$ cat src/rtl/irqx_pkg.sv
package irqx_pkg;

    // Selects which value a read loads into the read-data register.
    typedef enum logic [1:0] {
        RSEL_ZERO = 2'd0,
        RSEL_STAT = 2'd1,
        RSEL_LIVE = 2'd2,
        RSEL_MASK = 2'd3
    } rsel_e;

    // Strobes that come out of the address decoder.
    typedef struct packed {
        logic  wr_stat;
        logic  wr_set;
        logic  wr_clr;
        logic  rd_go;
        rsel_e rsel;
    } dec_t;

endpackage

$ cat src/rtl/irqx_decode.sv
module irqx_decode
    import irqx_pkg::*;
#(
    parameter int ADDR_W = 8,
    parameter logic [ADDR_W-1:0] STAT_OFF = ADDR_W'('h16),
    parameter logic [ADDR_W-1:0] LIVE_OFF = ADDR_W'('h18),
    parameter logic [ADDR_W-1:0] SET_OFF  = ADDR_W'('h1A),
    parameter logic [ADDR_W-1:0] CLR_OFF  = ADDR_W'('h1C)
) (
    input  logic [ADDR_W-1:0] addr_i,
    input  logic              wr_i,
    input  logic              rd_i,
    output dec_t              dec_o
);

    always_comb begin
        dec_o         = '0;
        dec_o.rd_go   = rd_i;
        dec_o.wr_stat = wr_i && (addr_i == STAT_OFF);
        dec_o.wr_set  = wr_i && (addr_i == SET_OFF);
        dec_o.wr_clr  = wr_i && (addr_i == CLR_OFF);
        if (addr_i == STAT_OFF) begin
            dec_o.rsel = RSEL_STAT;
        end else if (addr_i == LIVE_OFF) begin
            dec_o.rsel = RSEL_LIVE;
        end else if (addr_i == SET_OFF) begin
            dec_o.rsel = RSEL_MASK;
        end else begin
            dec_o.rsel = RSEL_ZERO;
        end
    end

endmodule

$ cat src/rtl/irqx_rdmux.sv
module irqx_rdmux
    import irqx_pkg::*;
#(
    parameter int N_SRC = 16
) (
    input  rsel_e              rsel_i,
    input  logic [N_SRC-1:0]   stat_i,
    input  logic [N_SRC-1:0]   live_i,
    input  logic [N_SRC-1:0]   mask_i,
    output logic [N_SRC-1:0]   val_o
);

    always_comb begin
        unique case (rsel_i)
            RSEL_STAT: val_o = stat_i;
            RSEL_LIVE: val_o = live_i;
            RSEL_MASK: val_o = mask_i;
            default:   val_o = '0;
        endcase
    end

endmodule

$ cat src/rtl/irqx_state.sv
module irqx_state
    import irqx_pkg::*;
#(
    parameter int N_SRC = 16
) (
    input  logic             clk,
    input  logic             rst_n,
    input  logic [N_SRC-1:0] req_i,
    input  logic [N_SRC-1:0] wr_data_i,
    input  dec_t             dec_i,
    input  logic [N_SRC-1:0] rd_val_i,
    output logic [N_SRC-1:0] stat_o,
    output logic [N_SRC-1:0] mask_o,
    output logic [N_SRC-1:0] rd_data_o,
    output logic             irq_o
);

    typedef struct packed {
        logic [N_SRC-1:0] stat;
        logic [N_SRC-1:0] mask;
        logic [N_SRC-1:0] rd;
        logic             irq;
    } st_t;

    st_t st_d, st_q;
    logic [N_SRC-1:0] clr_d;

    always_comb begin
        st_d  = st_q;
        clr_d = dec_i.wr_stat ? wr_data_i : '0;
        // clearing wins over a request seen at the same edge
        st_d.stat = (st_q.stat | req_i) & ~clr_d;
        if (dec_i.wr_set) begin
            st_d.mask = st_q.mask | wr_data_i;
        end
        if (dec_i.wr_clr) begin
            st_d.mask = st_q.mask & ~wr_data_i;
        end
        st_d.irq = |(st_q.stat & st_q.mask);
        if (dec_i.rd_go) begin
            st_d.rd = rd_val_i;
        end
    end

    always_ff @(posedge clk or negedge rst_n) begin
        if (!rst_n) begin
            st_q <= '0;
        end else begin
            st_q <= st_d;
        end
    end

    assign stat_o    = st_q.stat;
    assign mask_o    = st_q.mask;
    assign rd_data_o = st_q.rd;
    assign irq_o     = st_q.irq;

endmodule

$ cat src/rtl/irq_expander.sv
module irq_expander
    import irqx_pkg::*;
#(
    parameter int N_SRC  = 16,
    parameter int ADDR_W = 8
) (
    input  logic              clk,
    input  logic              rst_n,
    input  logic [N_SRC-1:0]  req_i,
    input  logic [ADDR_W-1:0] addr_i,
    input  logic              wr_i,
    input  logic [N_SRC-1:0]  wr_data_i,
    input  logic              rd_i,
    output logic [N_SRC-1:0]  rd_data_o,
    output logic              irq_o
);

    dec_t             dec_w;
    logic [N_SRC-1:0] stat_q;
    logic [N_SRC-1:0] mask_q;
    logic [N_SRC-1:0] rd_val_w;

    irqx_decode #(.ADDR_W(ADDR_W)) u_decode (
        .addr_i (addr_i),
        .wr_i   (wr_i),
        .rd_i   (rd_i),
        .dec_o  (dec_w)
    );

    irqx_rdmux #(.N_SRC(N_SRC)) u_rdmux (
        .rsel_i (dec_w.rsel),
        .stat_i (stat_q),
        .live_i (req_i),
        .mask_i (mask_q),
        .val_o  (rd_val_w)
    );

    irqx_state #(.N_SRC(N_SRC)) u_state (
        .clk       (clk),
        .rst_n     (rst_n),
        .req_i     (req_i),
        .wr_data_i (wr_data_i),
        .dec_i     (dec_w),
        .rd_val_i  (rd_val_w),
        .stat_o    (stat_q),
        .mask_o    (mask_q),
        .rd_data_o (rd_data_o),
        .irq_o     (irq_o)
    );

endmodule

$ cat config.mk
export PLATFORM = sky130hd
export DESIGN_NAME = irq_expander
export DESIGN_NICKNAME = d
export VERILOG_FILES = /design/src/rtl/irqx_pkg.sv /design/src/rtl/irqx_decode.sv /design/src/rtl/irqx_rdmux.sv /design/src/rtl/irqx_state.sv /design/src/rtl/irq_expander.sv
export SDC_FILE = /design/constraint.sdc
export NUM_CORES = 1
export LEC_CHECK = 0
export BUFFER_PORTS_ARGS = -buffer_cell sky130_fd_sc_hd__buf_2
export CORE_MARGIN = 2
export CORE_UTILIZATION = 35
export DETAILED_ROUTE_END_ITERATION = 6
export SYNTH_ARGS = -nofsm -noshare
export SYNTH_HDL_FRONTEND = slang
export SYNTH_HIERARCHICAL = 1
export SYNTH_SLANG_ARGS = --single-unit
$ cat constraint.sdc
create_clock -name clk -period 3.25 [get_ports clk]
set_input_delay 0.65 -clock clk [delete_from_list [all_inputs] [get_ports clk]]
set_output_delay 0.65 -clock clk [all_outputs]
set_load 0.02 [all_outputs]
==> impl_metrics.ini, run 1 <==
[outcome]
status = finished, final reports clean

[cells_and_area]
stdcell_count = 336
layout_commonest_cell = buf_2
antenna_cells = 0
mostFrequentLayoutCells = 60 x buf_2, 49 x dfrtp_1, 48 x a21oi_1, 20 x a22o_1, 20 x mux2_4
postLayoutCoreUtil = 0.422
syn_to_final_growth_pct = 17.1
final_area_sq_um = 2850
layout.nets = 299
fillers = 645
drive_above_1_share = 0.441

[grt]
grt_pass1_wl_um = 8600
grt-ovfl-total = 0
grt_pass1_vias = 1727
grt_start_max_net_pins = 50
antenna_found_initial = 0
grt_usage = 0.147

[logic_synthesis]
ys_warn_count = 6
netlist_instances = 198
synthXorXnorAreaFrac = 0.00360
synth_top_family_by_area = compound AO/OA/AOI/OAI gates
synth_nets = 242
synth_compound_area_frac = 0.185
synth.area.mux_share = 0.179
syn-cell-area_sq_um = 2430
synth.distinct_cells = 24
syn_avg_cell_area_sq_um = 12.3
synth-seq-cells = 49
yosys.area_share.simple = 0.0746
synth-seq-area-share = 0.504
synth_fa_ha_area_frac = 0

[power]
pwr-share-comb = 0.106
irDropWorstVdd_mv = 0.140
power_density_nw_per_um2 = 392
total_power_mw = 1.12
cell_internal_pwr_mw = 0.830
power.switching_mw = 0.286
power.leakage_nw = 1.34
seqPwrFrac = 0.570
switching_share = 0.256
clockPowerShare = 0.324

[timing]
period_needed_ns = 2.50
setup_viol = 0
max-slew-margin-rel = 0.286
final_hold_viol_count = 0
worstMarginPinSlew_ns = 1.07
drv_slew = 0
rsz0062_at_grt = no
clock_skew_ns = 0.0100
min_period_over_period = 0.770
fin_ws_ns = 0.746
tns_ns = 0
holdWs_ns = 0.510
max_freq_mhz = 399

[critical_path]
critPathKind = input pin to flip-flop
reg2reg_depth = 3
critPathLaunchType = input pin
critPathRequiredTime_ns = 3.44
end_kind = flip-flop
reg2reg_to = u_state/irq_o
crit_fanout = 17
ff2ff_setup_slack_ns = 1.97
cp_data_arrival_time_ns = 2.69

[floorplanning]
design.core.area_sq_um = 6760
fp.dieW_um = 87.4
start_util = 0.360
dieArea_sq_um = 7640
rows = 30
pin_count = 61
die_y_um = 87.4

[placed_design]
gp_congestion = 0.762
io_buffers = 60
place_area_sq_um = 2760
post-place-ws_ns = 0.426
hpwlAfterDp_um = 3900
dpl.cell_count = 328

[cts]
insertion_delay_ns = 0.31
clk_pin_slew_ns = 0.09
cts_buffers = 5
cts_sinks = 49
cts_buffer_depth = 2
cts.repair.resized = 0
cts_tree = done
htreeDepth = 2
ctsHoldBuffers = 0
post-cts-setup-buffers = 0
cts_root_buffer = clkbuf_8

[flow_run]
max-cap-violations = 0

[drt]
drcViolationCount = 0
wl_per_cell_um = 16.4
drtAntennaViolNets = 0
drt-total-wl_um = 5500
viasPerCell = 5.19
vias = 1745
firstDrtPassIters = 4
drt_iter0_drc = 120

[hold_path]
hold_path_depth = 1
min_from = u_state/rd_data_o[4]
min_to = u_state/rd_data_o[4]
hp-class = flip-flop to flip-flop
kinds of logic after synthesis:
logic type / after synthesis
mux: 32
simple gates: 29
buf+inv: 15
xor+xnor: 1
compound gates: 72
flops: 49
synthesized netlist by cell type:
master	n	area, sq um
nor4_2	2	25.0
nand4_1	1	6.26
dfrtp_1	49	1230
nand3b_1	1	7.51
nand2b_1	2	12.5
nor4b_2	1	15.0
or4b_4	2	27.5
buf_6	4	45.0
a21oi_1	48	240
clkbuf_1	2	7.51
xnor2_1	1	8.76
mux2_2	12	135
buf_2	3	15.0
buf_4	2	15.0
buf_1	1	3.75
mux2_4	20	300
buf_12	2	40.0
nor3_1	2	10.0
a221oi_1	4	35.0
clkbuf_2	1	5.00
nor2_1	16	60.1
nor2b_4	1	13.8
a22o_1	20	175
nand2_1	1	3.75
worst max-delay path, cell delays in order:
cell     delay [ns]
buf_2          0.10
or4b_4         0.56
nor4b_4        0.21
buf_4          0.33
mux2_2         0.37
a22o_1         0.22
mux2_4         0.25
power groups by stage:
stage                     clock (mW)  combinational (mW)  sequential (mW)
after CTS                      0.374               0.120            0.636
after detailed placement           0               0.120            0.648
after global routing           0.399               0.132            0.639
final                          0.361               0.119            0.636
after global placement             0               0.118            0.648
after floorplan                    0              0.0482            0.655
metal layers:
metal  GRT usage  up-vias  wire, um
li1            -      850         -
met1       0.195      844      2490
met2       0.238       43      2670
met3      0.0284        8       245
met4      0.0559        0        95
met5           0        -         0
cell type report:
type | instances | area, sq um | share of cell area
multi-input cells | 134 | 1090 | 0.384
well taps | 80 | 100 | 0.0351
clock inverters | 3 | 21.3 | 0.00747
flip-flops and latches | 49 | 1230 | 0.430
repair buffers | 65 | 338 | 0.119
clock buffers | 5 | 68.8 | 0.0242
how the worst max path moves through the flow:
stage              start                    end  slack [ns]  cells after the start
6_report       addr_i[5]  u_state/rd_data_o[11]        0.75                      7
5_1_grt        addr_i[5]  u_state/rd_data_o[11]        0.69                      7
4_1_cts        addr_i[5]  u_state/rd_data_o[11]        0.75                      7
3_5_place_dp   addr_i[5]  u_state/rd_data_o[11]        0.43                      7
3_3_place_gp   addr_i[5]  u_state/rd_data_o[11]        0.45                      7
2_1_floorplan  addr_i[5]  u_state/rd_data_o[10]        0.69                      7
(Power assumes the default switching activity.)
==> run 2: changes to the inputs <==
==> constraint.sdc (replaced) <==
create_clock -name clk -period 2.55 [get_ports clk]
set_input_delay 0.51 -clock clk [delete_from_list [all_inputs] [get_ports clk]]
set_output_delay 0.51 -clock clk [all_outputs]
set_load 0.02 [all_outputs]
==> run 2 against run 1 <==
  * Power is 34% higher
  * Combinational power increased by 27%
  * Largest cell class unchanged
  * Critical endpoint unchanged
  * Final area rose by 2.0%
  * Utilization is 0.83 points higher
==> impl_metrics.ini, run 2 (synthesized netlist as in run 1, its figures left out) <==
[critical_path]
critPathLaunchType = input pin
reg2reg_to = u_state/rd_data_o[11]
critPathKind = input pin to flip-flop
crit_fanout = 17
critPathRequiredTime_ns = 2.73
cp_data_arrival_time_ns = 2.48
ff2ff_setup_slack_ns = 1.29
end_kind = flip-flop
reg2reg_depth = 3

[drt]
viasPerCell = 5.06
drtAntennaViolNets = 0
wl_per_cell_um = 16.1
firstDrtPassIters = 4
drt_iter0_drc = 79
drt-total-wl_um = 5450
drcViolationCount = 0
vias = 1717

[grt]
grt_pass1_vias = 1728
grt-ovfl-total = 0
met2_usage = 0.237
busiest_layer = met2
antenna_found_initial = 0
met1_usage = 0.192
met3_usage = 0.0341
grt_pass1_wl_um = 8540
grt_usage = 0.146
grt_start_max_net_pins = 50

[cts]
ctsHoldBuffers = 0
cts_buffers = 5
cts_buffer_depth = 2
htreeDepth = 2
clk_pin_slew_ns = 0.09
post-cts-setup-buffers = 0
cts_sinks = 49
cts_tree = done
cts.repair.resized = 0
cts_root_buffer = clkbuf_8
insertion_delay_ns = 0.30

[power]
power.leakage_nw = 1.37
power_density_nw_per_um2 = 515
irDropWorstVdd_mv = 0.184

[timing]
min_period_over_period = 0.900
period_needed_ns = 2.29
worstMarginPinSlew_ns = 0.617
max_freq_mhz = 436
rsz0062_at_grt = no
setup_viol = 0
tns_ns = 0
drv_slew = 0
final_hold_viol_count = 0
max-slew-margin-rel = 0.589
holdWs_ns = 0.299
clock_skew_ns = 0.00711

[placed_design]
io_buffers = 60
gp_congestion = 0.725
hpwlAfterDp_um = 3910

[floorplanning]
rows = 30
start_util = 0.360
pin_count = 61
die_y_um = 87.4
dieArea_sq_um = 7640
fp.dieW_um = 87.4
design.core.area_sq_um = 6760

[cells_and_area]
antenna_cells = 0
layout_commonest_cell = buf_2
drive_above_1_share = 0.448
mostFrequentLayoutCells = 60 x buf_2, 49 x dfrtp_1, 48 x a21oi_1, 20 x a22o_1, 20 x mux2_4
layout.nets = 303
syn_to_final_growth_pct = 19.4
postLayoutCoreUtil = 0.430

[hold_path]
hp-class = input pin to async pin

[flow_run]
max-cap-violations = 0

[outcome]
status = finished, final reports clean
==> run 2: cell types whose count changed in the layout (fill, tap and decap cells not counted), sizes merged <==
| cell | delta |
|---|---|
| buf | +4 |
| clkinvlp | -1 |
| inv | -1 |
| bufinv | +1 |
==> run 2: per-stage QoR <==
stage | total power [mW] | worst slack, ns | instances | cell area, sq um
2_1_floorplan | 0.896 | 0.128 | 198 | 2430
3_3_place_gp | 0.978 | -0.0333 | 332 | 2800
3_5_place_dp | 0.981 | -0.0485 | 332 | 2800
4_1_cts | 1.52 | 0.274 | 339 | 2910
5_1_grt | 1.55 | 0.193 | 339 | 2910
6_report | 1.49 | 0.255 | 339 | 2910
==> run 2: layout make-up <==
class	count	area [sq um]
tap	80	100
multi-input combinational	134	1090
clock inverter	2	35.0
fill	644	3850
timing repair buffer	69	380
sequential	49	1230
clock buffer	5	68.8
==> run 2: critical path, cell delays in order <==
cell,delay (ns)
buf_2,0.10
or4b_4,0.55
nor4b_4,0.27
buf_12,0.21
mux2_2,0.35
a22o_1,0.22
mux2_4,0.25
==> run 2: how the worst max path moves through the flow <==
stage                            endpoint       from  slack (ns)  cells past startpoint
floorplan           u_state/rd_data_o[10]  addr_i[5]        0.13                      7
global placement    u_state/rd_data_o[11]  addr_i[5]       -0.03                      7
detailed placement  u_state/rd_data_o[11]  addr_i[5]       -0.05                      7
CTS                 u_state/rd_data_o[11]  addr_i[5]        0.27                      7
global route        u_state/rd_data_o[11]  addr_i[5]        0.19                      7
finish              u_state/rd_data_o[11]  addr_i[5]        0.26                      7
==> run 2: power breakdown <==
part	internal, mW	total [mW]	leakage [nW]	switching, mW
combinational	0.0675	0.151	0.719	0.0837
sequential	0.798	0.812	0.595	0.0141
clock	0.285	0.532	0.0540	0.247
total	1.15	1.49	1.37	0.344
==> run 2: per-layer routing <==
layer	up-vias	wire length, um	part of all wire
met5	-	0	0
met2	34	2630	0.48
met3	8	231	0.042
met1	818	2490	0.46
met4	0	93	0.017
li1	857	-	-
==> run 3: changes to the inputs <==
--- a/config.mk
+++ b/config.mk
@@ -9,6 +9,7 @@
 export CORE_MARGIN = 2
 export CORE_UTILIZATION = 35
 export DETAILED_ROUTE_END_ITERATION = 6
+export SETUP_SLACK_MARGIN = 0.4
 export SYNTH_ARGS = -nofsm -noshare
 export SYNTH_HDL_FRONTEND = slang
 export SYNTH_HIERARCHICAL = 1
==> run 3 against run 2 <==
  * First-iteration DRC count grew 80%
  * Register-to-register slack gained 0.02 ns
  * Critical path type unchanged
  * Via count grew 1.7%
  * Global-route usage grew 0.37 points
  * Highest routed layer unchanged
  * Combinational power grew 3%
  * Largest power group unchanged
==> impl_metrics.ini, run 3 (synthesized netlist as in run 1, its figures left out) <==
[timing]
max-slew-margin-rel = 0.598
setup_viol = 0
period_needed_ns = 2.27
max_freq_mhz = 440
fin_ws_ns = 0.278
final_hold_viol_count = 0
min_period_over_period = 0.891
drv_slew = 0
rsz0062_at_grt = yes
worstMarginPinSlew_ns = 0.603
clock_skew_ns = 0.00703

[critical_path]
critPathKind = input pin to flip-flop
ff2ff_setup_slack_ns = 1.31
end_kind = flip-flop
critPathRequiredTime_ns = 2.75
startpoint = addr_i[5]
critPathLaunchType = input pin
cp_data_arrival_time_ns = 2.47
endpoint = u_state/rd_data_o[11]
reg2reg_to = u_state/irq_o
crit_fanout = 17
reg2reg_depth = 3

[grt]
grt_start_max_net_pins = 27
busiest_layer = met2
grt_pass1_wl_um = 8740
met3_usage = 0.0303
grt_pass1_vias = 1729
met2_usage = 0.239
antenna_found_initial = 0
grt-ovfl-total = 0
grt_usage = 0.150
met1_usage = 0.202

[hold_path]
hp-class = input pin to async pin

[placed_design]
hpwlAfterDp_um = 4040
dpl.cell_count = 331
post-place-ws_ns = -0.0510
io_buffers = 60
gp_congestion = 0.742

[drt]
vias = 1747
drtAntennaViolNets = 0
drt-total-wl_um = 5490
viasPerCell = 5.15
drcViolationCount = 0
wl_per_cell_um = 16.2
firstDrtPassIters = 4
drt_iter0_drc = 142

[cells_and_area]
mostFrequentLayoutCells = 60 x buf_2, 49 x dfrtp_1, 48 x a21oi_1, 20 x a22o_1, 20 x mux2_4
stdcell_count = 339
antenna_cells = 0
drive_above_1_share = 0.444
layout.nets = 302
layout_commonest_cell = buf_2
syn_to_final_growth_pct = 19.4
fillers = 653

[cts]
cts_root_buffer = clkbuf_8
cts_buffers = 5
clk_pin_slew_ns = 0.09
cts_tree = done
insertion_delay_ns = 0.30
htreeDepth = 2
cts_buffer_depth = 2
cts_sinks = 49
cts.repair.resized = 0
post-cts-setup-buffers = 0

[floorplanning]
design.core.area_sq_um = 6760
fp.dieW_um = 87.4
pin_count = 61
start_util = 0.360
die_y_um = 87.4
dieArea_sq_um = 7640
rows = 30

[flow_run]
max-cap-violations = 0

[power]
power.leakage_nw = 1.35
irDropWorstVdd_mv = 0.212
total_power_mw = 1.42
power_density_nw_per_um2 = 488

[outcome]
status = finished, final reports clean
-- run 3: routing by layer --
layer	vias up	wire length [um]
li1	856	-
met1	847	2510
met2	37	2670
met3	7	219
met4	0	94
met5	-	0
-- run 3: worst min path at each step --
stage / startpoint / endpoint / cells past startpoint
global placement: u_state/rd_data_o[15] / u_state/rd_data_o[15] / 1
finish: rst_n / async pin / 1
global route: rst_n / u_state/stat_o[2] / 1
detailed placement: u_state/rd_data_o[15] / u_state/rd_data_o[15] / 1
CTS: rst_n / u_state/stat_o[0] / 1
floorplan: rst_n / async pin / 0
-- run 3: layout make-up --
| cell class | count | area, sq um | area share |
|---|---|---|---|
| multi-input cells | 134 | 1090 | 0.377 |
| clock buffers | 6 | 72.6 | 0.0250 |
| flip-flops and latches | 49 | 1230 | 0.422 |
| well taps | 80 | 100 | 0.0344 |
| repair buffers | 68 | 398 | 0.137 |
| clock inverters | 2 | 15.0 | 0.00517 |
-- run 3: worst max-delay path, cell delays in order --
cell and delay (ns):
buf_2 0.10, or4b_4 0.55, nor4b_4 0.28, buf_12 0.21, mux2_2 0.34, a22o_1 0.22
mux2_4 0.25
-- run 3: metrics by stage --
stage	TNS (ns)	util	cell area [sq um]	hold WS, ns
2_1_floorplan	0	-	2440	0.214
3_3_place_gp	-0.0259	0.417	2820	0.491
3_5_place_dp	-0.102	0.417	2820	0.492
4_1_cts	0	0.430	2910	0.223
5_1_grt	0	0.430	2910	0.247
6_report	0	0.430	2910	0.212
-- run 3: power by group --
part,switching (mW),total [mW],internal [mW]
Combinational,0.0858,0.156,0.0697
Sequential,0.0137,0.811,0.798
Clock,0.259,0.453,0.194
-- run 3: repair_timing --
item,in CTS,in global routing
endpoints found under the setup margin,16,16
hold buffers,0,0
hold endpoints to repair,0,0
